$ cat src/rtl/rxbuf_pkg.sv
package rxbuf_pkg;
  typedef struct packed {
    logic brk;
    logic frm;
    logic par;
  } rx_tags_t;

  typedef struct packed {
    rx_tags_t   tags;
    logic [7:0] data;
  } rx_entry_t;

  function automatic int unsigned trig_level(input logic [1:0] sel, input int unsigned depth);
    case (sel)
      2'd0:    return 1;
      2'd1:    return depth / 4;
      2'd2:    return depth / 2;
      default: return depth - depth / 8;
    endcase
  endfunction
endpackage

$ cat src/rtl/rxbuf_store.sv
module rxbuf_store
  import rxbuf_pkg::*;
#(
  parameter int unsigned DEPTH  = 32,
  localparam int unsigned PTR_W  = $clog2(DEPTH),
  localparam int unsigned FILL_W = $clog2(DEPTH + 1)
) (
  input  logic              clk_i,
  input  logic              rst_ni,
  input  logic              flush_i,
  input  logic              single_i,
  input  logic              push_i,
  input  rx_entry_t         entry_i,
  input  logic              pop_i,
  output rx_entry_t         head_o,
  output logic [FILL_W-1:0] fill_o,
  output logic              full_o,
  output logic              push_ok_o,
  output logic              pop_ok_o,
  output logic              drop_o
);
  rx_entry_t         mem_q [DEPTH];
  logic [PTR_W-1:0]  wr_q, rd_q;
  logic [FILL_W-1:0] fill_q, cap;

  assign cap       = single_i ? FILL_W'(1) : FILL_W'(DEPTH);
  assign full_o    = fill_q >= cap;
  assign pop_ok_o  = pop_i && (fill_q != '0);
  assign push_ok_o = push_i && (!full_o || pop_ok_o);
  assign drop_o    = push_i && !push_ok_o;
  assign head_o    = mem_q[rd_q];
  assign fill_o    = fill_q;

  always_ff @(posedge clk_i or negedge rst_ni) begin
    if (!rst_ni) begin
      wr_q   <= '0;
      rd_q   <= '0;
      fill_q <= '0;
    end else if (flush_i) begin
      wr_q   <= '0;
      rd_q   <= '0;
      fill_q <= '0;
    end else begin
      if (push_ok_o) wr_q <= wr_q + PTR_W'(1);
      if (pop_ok_o)  rd_q <= rd_q + PTR_W'(1);
      case ({push_ok_o, pop_ok_o})
        2'b10:   fill_q <= fill_q + FILL_W'(1);
        2'b01:   fill_q <= fill_q - FILL_W'(1);
        default: fill_q <= fill_q;
      endcase
    end
  end

  always_ff @(posedge clk_i) begin
    if (push_ok_o && !flush_i) mem_q[wr_q] <= entry_i;
  end

  p_fill_bound_r2: assert property (@(posedge clk_i) disable iff (!rst_ni)
    fill_q <= FILL_W'(DEPTH));
  p_single_cap_r7: assert property (@(posedge clk_i) disable iff (!rst_ni)
    (single_i && !flush_i) |-> fill_q <= FILL_W'(1));
  p_pushpop_keep_r6: assert property (@(posedge clk_i) disable iff (!rst_ni)
    (push_i && pop_i && fill_q != '0 && !flush_i) |=> fill_q == $past(fill_q));
  p_drop_keep_r5: assert property (@(posedge clk_i) disable iff (!rst_ni)
    (push_i && !pop_i && full_o && !flush_i) |=> fill_q == $past(fill_q));
endmodule

$ cat src/rtl/rxbuf_timeout.sv
module rxbuf_timeout #(
  parameter int unsigned TICKS_PER_BIT = 16,
  localparam int unsigned CNT_W = $clog2(44 * TICKS_PER_BIT + 1)
) (
  input  logic       clk_i,
  input  logic       rst_ni,
  input  logic       tick_i,
  input  logic [1:0] word_len_i,
  input  logic       active_i,
  input  logic       restart_i,
  input  logic       clear_i,
  output logic       flag_o
);
  logic [CNT_W-1:0] cnt_q, limit;
  logic             flag_q;

  // (4 * (5 + wl) + 12) bit times
  assign limit  = CNT_W'((32 + 4 * int'(word_len_i)) * TICKS_PER_BIT);
  assign flag_o = flag_q;

  always_ff @(posedge clk_i or negedge rst_ni) begin
    if (!rst_ni) begin
      cnt_q  <= '0;
      flag_q <= 1'b0;
    end else begin
      if (!active_i || restart_i)    cnt_q <= '0;
      else if (tick_i && cnt_q < limit) cnt_q <= cnt_q + CNT_W'(1);

      if (clear_i) flag_q <= 1'b0;
      else if (active_i && !restart_i && tick_i && cnt_q == limit - CNT_W'(1)) flag_q <= 1'b1;
    end
  end

  p_tmo_clear_r11: assert property (@(posedge clk_i) disable iff (!rst_ni)
    clear_i |=> !flag_q);
  p_tmo_needs_data_r10: assert property (@(posedge clk_i) disable iff (!rst_ni)
    flag_q |-> active_i);
endmodule

$ cat src/rtl/rxbuf_irq.sv
module rxbuf_irq
  import rxbuf_pkg::*;
#(
  parameter int unsigned DEPTH  = 32,
  localparam int unsigned FILL_W = $clog2(DEPTH + 1)
) (
  input  logic [FILL_W-1:0] fill_i,
  input  logic              single_i,
  input  logic              level_mode_i,
  input  logic [1:0]        trig_sel_i,
  input  logic              tmo_i,
  input  logic              ie_i,
  output logic              irq_o
);
  logic [FILL_W-1:0] level;
  logic              data_req;

  assign level    = single_i ? FILL_W'(1) : FILL_W'(trig_level(trig_sel_i, DEPTH));
  assign data_req = level_mode_i ? (fill_i >= level) : (fill_i != '0);
  assign irq_o    = ie_i && (data_req || tmo_i);
endmodule

$ cat src/rtl/rx_char_buffer.sv
module rx_char_buffer
  import rxbuf_pkg::*;
#(
  parameter int unsigned DEPTH         = 32,
  parameter int unsigned TICKS_PER_BIT = 16,
  localparam int unsigned FILL_W = $clog2(DEPTH + 1)
) (
  input  logic              clk_i,
  input  logic              rst_ni,
  input  logic              push_i,
  input  logic [7:0]        push_data_i,
  input  logic [2:0]        push_tags_i,
  input  logic              fifo_en_i,
  input  logic              trig_mode_i,
  input  logic [1:0]        trig_sel_i,
  input  logic [1:0]        word_len_i,
  input  logic              ie_rx_i,
  input  logic              tick16_i,
  input  logic              rd_data_i,
  input  logic              rd_status_i,
  output logic [7:0]        hold_data_o,
  output logic [4:0]        status_o,
  output logic [FILL_W-1:0] fill_o,
  output logic              timeout_o,
  output logic              irq_o
);
  rx_entry_t         entry, head;
  logic [FILL_W-1:0] fill;
  logic              fifo_en_q, flush, single, full, push_ok, pop_ok, drop, tmo;
  logic              overrun_q, ready;

  assign entry  = '{tags: rx_tags_t'(push_tags_i), data: push_data_i};
  assign flush  = fifo_en_i != fifo_en_q;
  assign single = !fifo_en_i;

  always_ff @(posedge clk_i or negedge rst_ni) begin
    if (!rst_ni) begin
      fifo_en_q <= 1'b0;
      overrun_q <= 1'b0;
    end else begin
      fifo_en_q <= fifo_en_i;
      overrun_q <= drop || (overrun_q && !rd_status_i);
    end
  end

  rxbuf_store #(.DEPTH(DEPTH)) u_store (
    .clk_i, .rst_ni,
    .flush_i   (flush),
    .single_i  (single),
    .push_i    (push_i),
    .entry_i   (entry),
    .pop_i     (rd_data_i),
    .head_o    (head),
    .fill_o    (fill),
    .full_o    (full),
    .push_ok_o (push_ok),
    .pop_ok_o  (pop_ok),
    .drop_o    (drop)
  );

  rxbuf_timeout #(.TICKS_PER_BIT(TICKS_PER_BIT)) u_tmo (
    .clk_i, .rst_ni,
    .tick_i     (tick16_i),
    .word_len_i (word_len_i),
    .active_i   (fill != '0),
    .restart_i  (push_ok || pop_ok || flush),
    .clear_i    (pop_ok || flush),
    .flag_o     (tmo)
  );

  rxbuf_irq #(.DEPTH(DEPTH)) u_irq (
    .fill_i       (fill),
    .single_i     (single),
    .level_mode_i (trig_mode_i),
    .trig_sel_i   (trig_sel_i),
    .tmo_i        (tmo),
    .ie_i         (ie_rx_i),
    .irq_o        (irq_o)
  );

  assign ready       = fill != '0;
  assign hold_data_o = head.data;
  assign status_o    = {ready ? head.tags : 3'b000, overrun_q, ready};
  assign fill_o      = fill;
  assign timeout_o   = tmo;

  p_ovr_set_r5: assert property (@(posedge clk_i) disable iff (!rst_ni)
    (push_i && full && !rd_data_i && !flush) |=> status_o[1]);
  p_ready_irq_r8: assert property (@(posedge clk_i) disable iff (!rst_ni)
    (ie_rx_i && !trig_mode_i && fill_o != '0) |-> irq_o);
  p_irq_gate_r12: assert property (@(posedge clk_i) disable iff (!rst_ni)
    !ie_rx_i |-> !irq_o);
  p_tmo_irq_r11: assert property (@(posedge clk_i) disable iff (!rst_ni)
    (ie_rx_i && timeout_o) |-> irq_o);
endmodule

$ cat config.mk
export PLATFORM = sky130hd
export DESIGN_NAME = rx_char_buffer
export DESIGN_NICKNAME = d
export VERILOG_FILES = /design/src/rtl/rxbuf_pkg.sv /design/src/rtl/rxbuf_store.sv /design/src/rtl/rxbuf_timeout.sv /design/src/rtl/rxbuf_irq.sv /design/src/rtl/rx_char_buffer.sv
export SDC_FILE = /design/constraint.sdc
export NUM_CORES = 1
export LEC_CHECK = 0
export ABC_AREA = 1
export BUFFER_PORTS_ARGS = -buffer_cell sky130_fd_sc_hd__buf_2
export CORE_MARGIN = 2
export CORE_UTILIZATION = 50
export DETAILED_ROUTE_END_ITERATION = 16
export PLACE_DENSITY = 0.66
export REMOVE_ABC_BUFFERS = 1
export SKIP_CTS_REPAIR_TIMING = 1
export SLEW_MARGIN = 20
export SYNTH_ARGS = -nofsm -noshare
export SYNTH_HDL_FRONTEND = slang
export SYNTH_SLANG_ARGS = --single-unit
$ cat constraint.sdc
create_clock -name clk_i -period 3.3 [get_ports clk_i]
set_input_delay 0.495 -clock clk_i [delete_from_list [all_inputs] [get_ports clk_i]]
set_output_delay 0.495 -clock clk_i [all_outputs]
set_load 0.05 [all_outputs]
==> impl_metrics.toml <==
[outcome]
status = "finished, final reports clean"

[setup_path]
criticalPathCategory = "flip-flop to primary output"
timing.rr.end = "u_store.mem_q[14][3]"
reg2reg_depth = 12
critPathLaunchType = "flip-flop"
r2r_setup_slack_ns = 0.88
path_max_fanout = 49
worstPathArrival_ns = 2.69
r2r_start = "u_store.fill_o[0]"
crit_path_end_kind = "primary output"
worstPathRequired_ns = 2.80

[timing]
rsz0062_at_grt = "no"
hold_viol = 0
slew_viol_final = 0
timing.slew.headroom = 0.508
post-route-min-period_ns = 3.18
finalSetupViolCount = 0
post-route-period-util = 0.964
worst_pin_slew_ns = 0.738
finClkSkew_ns = 0.0322
fmax_ghz = 0.314

[floorplan]
num_io_pins = 45
start_util = 0.505
die_area_mm2 = 0.0341
core_mm2 = 0.0323
die_h_um = 185
fp.dieW_um = 185
num_rows = 66

[clock_network]
clk_latency_ns = 0.54
cts_tree = "yes"
path_clk_slew_ns = 0.06
numCtsBuffers = 41
htreeDepth = 2
cts_buffer_depth = 3
clockRootBuffer = "clkbuf_16"
cts.sinks = 381

[logic_synthesis]
ys_top_cells_by_area = "edfxtp_1 (65%), nor2_1 (6.8%), o21ai_0 (4.8%), nand2_1 (4.7%), dfrtp_1 (4.5%)"
synth-edff-count = 352
ys_warn_count = 0
synth_area_mm2 = 0.0163
synthFlopType = "edfxtp_1"
synth_top_cell_by_area = "edfxtp_1"
synth_cells = 1431
async_reset_ff_frac = 0.0761
synth-seq-area-share = 0.693
yosysMostFrequentCell = "edfxtp_1"
syn_area_per_cell_um2 = 11.4
synth_seq_cells = 381
yosys.area.top_type_share = 0.649
synth_cell_type_count = 37
synth_commonest_cells = "edfxtp_1 (352), nor2_1 (297), nand2_1 (203), o21ai_0 (156), nand3_1 (106)"

[routing]
vias = 10930
firstDrtPassIters = 6
routed_wl_mm = 39.6
wl_per_cell_um = 20.0
drc = 0
drt_iter0_drc = 1184
via_per_inst = 5.54
ant_nets = 0

[grt]
antenna_found_initial = 0
overflow = 0
grt_pass1_vias = 10460
grt_usage = 0.236
grt_first_pass_wirelength_mm = 60.4
grt_max_degree = 85

[run]
maxCapViolations = 0

[power]
p_leak_nw = 6.81
powerDensity_mw_per_mm2 = 737
total_power_w = 0.0137
peakVddDrop_v = 0.000652

[min_path]
min_path_type = "input port to asynchronous set/reset pin"

[placement]
io_buffers = 44
gp_congestion = 0.808
placed_area_mm2 = 0.0172
place_hpwl_mm = 23.7

[layout]
drive_gt1_frac = 0.123
antennaDiodeCount = 0
layout.nets = 1548
finalInstanceArea_mm2 = 0.0185
fillerInstances = 2627
synthToLayoutAreaGrowth_pct = 13.6
==> worst max path at each step <==
| stage | start | end | slack [ns] | depth (start not counted) |
|---|---|---|---|---|
| 6_report | u_store.rd_q[1] | status_o[2] | 0.12 | 10 |
| 3_3_place_gp | u_store.rd_q[0] | hold_data_o[5] | 0.58 | 9 |
| 3_5_place_dp | u_store.rd_q[0] | status_o[3] | 0.57 | 9 |
| 5_1_grt | u_store.rd_q[1] | status_o[2] | 0.009 | 10 |
| 4_1_cts | u_store.rd_q[0] | status_o[3] | -0.006 | 9 |
| 2_1_floorplan | u_store.rd_q[0] | hold_data_o[1] | -2.95 | 7 |
==> per-layer routing <==
layer | wire length (µm) | track usage
met3 | 3120 | 0.0377
met5 | 0 | 0
met1 | 16600 | 0.331
met2 | 18700 | 0.379
met4 | 1170 | 0.0758
==> area by class of cell <==
class | instances | area [µm²] | share of cell area
inverter | 66 | 254 | 0.0137
clock inverter | 16 | 175 | 0.00946
sequential | 381 | 11300 | 0.611
multi-input combinational | 911 | 4360 | 0.235
timing repair buffer | 103 | 763 | 0.0412
tap | 442 | 553 | 0.0299
clock buffer | 55 | 1110 | 0.0599
==> cells by family after synthesis <==
logic type,synth area share
DFF,0.693
xor gates and xnor gates,0.00699
and+or+nand+nor,0.165
buffers and inverters,0.0401
adders and majority gates,0.0158
AOI/OAI and AO/OA,0.0790
==> critical path, cell delays in order (launching register included) <==
cell and delay [ns]:
dfrtp_4 0.45, clkinv_2 0.28, buf_12 0.31, nor2_1 0.15
o21ai_0 0.09, nand3_1 0.16, nand3_1 0.12, nand2_1 0.08
nand2_1 0.10, nor2_1 0.15, clkbuf_4 0.25
==> state kept, by name, indices dropped and copies added (netlist names) <==
signal and cells:
u_store.fill_o 6, u_store.rd_q 5, u_store.wr_q 5, fifo_en_q 1
u_tmo.cnt_q 10, u_tmo.flag_o 1, overrun_q 1, u_store.mem_q 352
==> stage by stage <==
step	TNS (ns)	cells	setup slack [ns]	util	hold slack, ns
after floorplan	-36.24	1358	-2.95	-	0.199
after global placement	0	1902	0.580	0.533	0.484
after detailed placement	0	1902	0.566	0.533	0.494
after CTS	-0.00565	1973	-0.00565	0.573	0.0325
after global routing	0	1974	0.00908	0.573	0.0673
final	0	1974	0.120	0.573	0.0221
==> layout by cell type (no fill, tap or decap), types with 3 or more instances in the layout <==
cell,synthesis,final
nand2_1,203,203
edfxtp_1,352,352
clkbuf_16,0,42
o21ai_1,15,15
ha_1,19,19
nand3_1,106,106
o21ai_0,156,156
clkbuf_1,28,12
a21oi_1,28,27
nand2_4,6,6
or2_2,8,8
nor2_1,297,297
xor2_1,10,10
buf_4,17,50
clkinv_2,0,7
buf_2,18,42
inv_1,61,61
nand4_1,11,11
o211ai_1,30,30
bufinv_16,0,3
clkinv_1,1,4
xnor2_1,3,3
dfrtp_1,29,27
buf_12,0,7
==> power breakdown <==
group	internal, W	switching [W]
Clock	0.00260	0.00183
Sequential	0.00538	0.000124
Combinational	0.00106	0.00266
Total	0.00905	0.00461
Power figures use the tool's default switching activity.
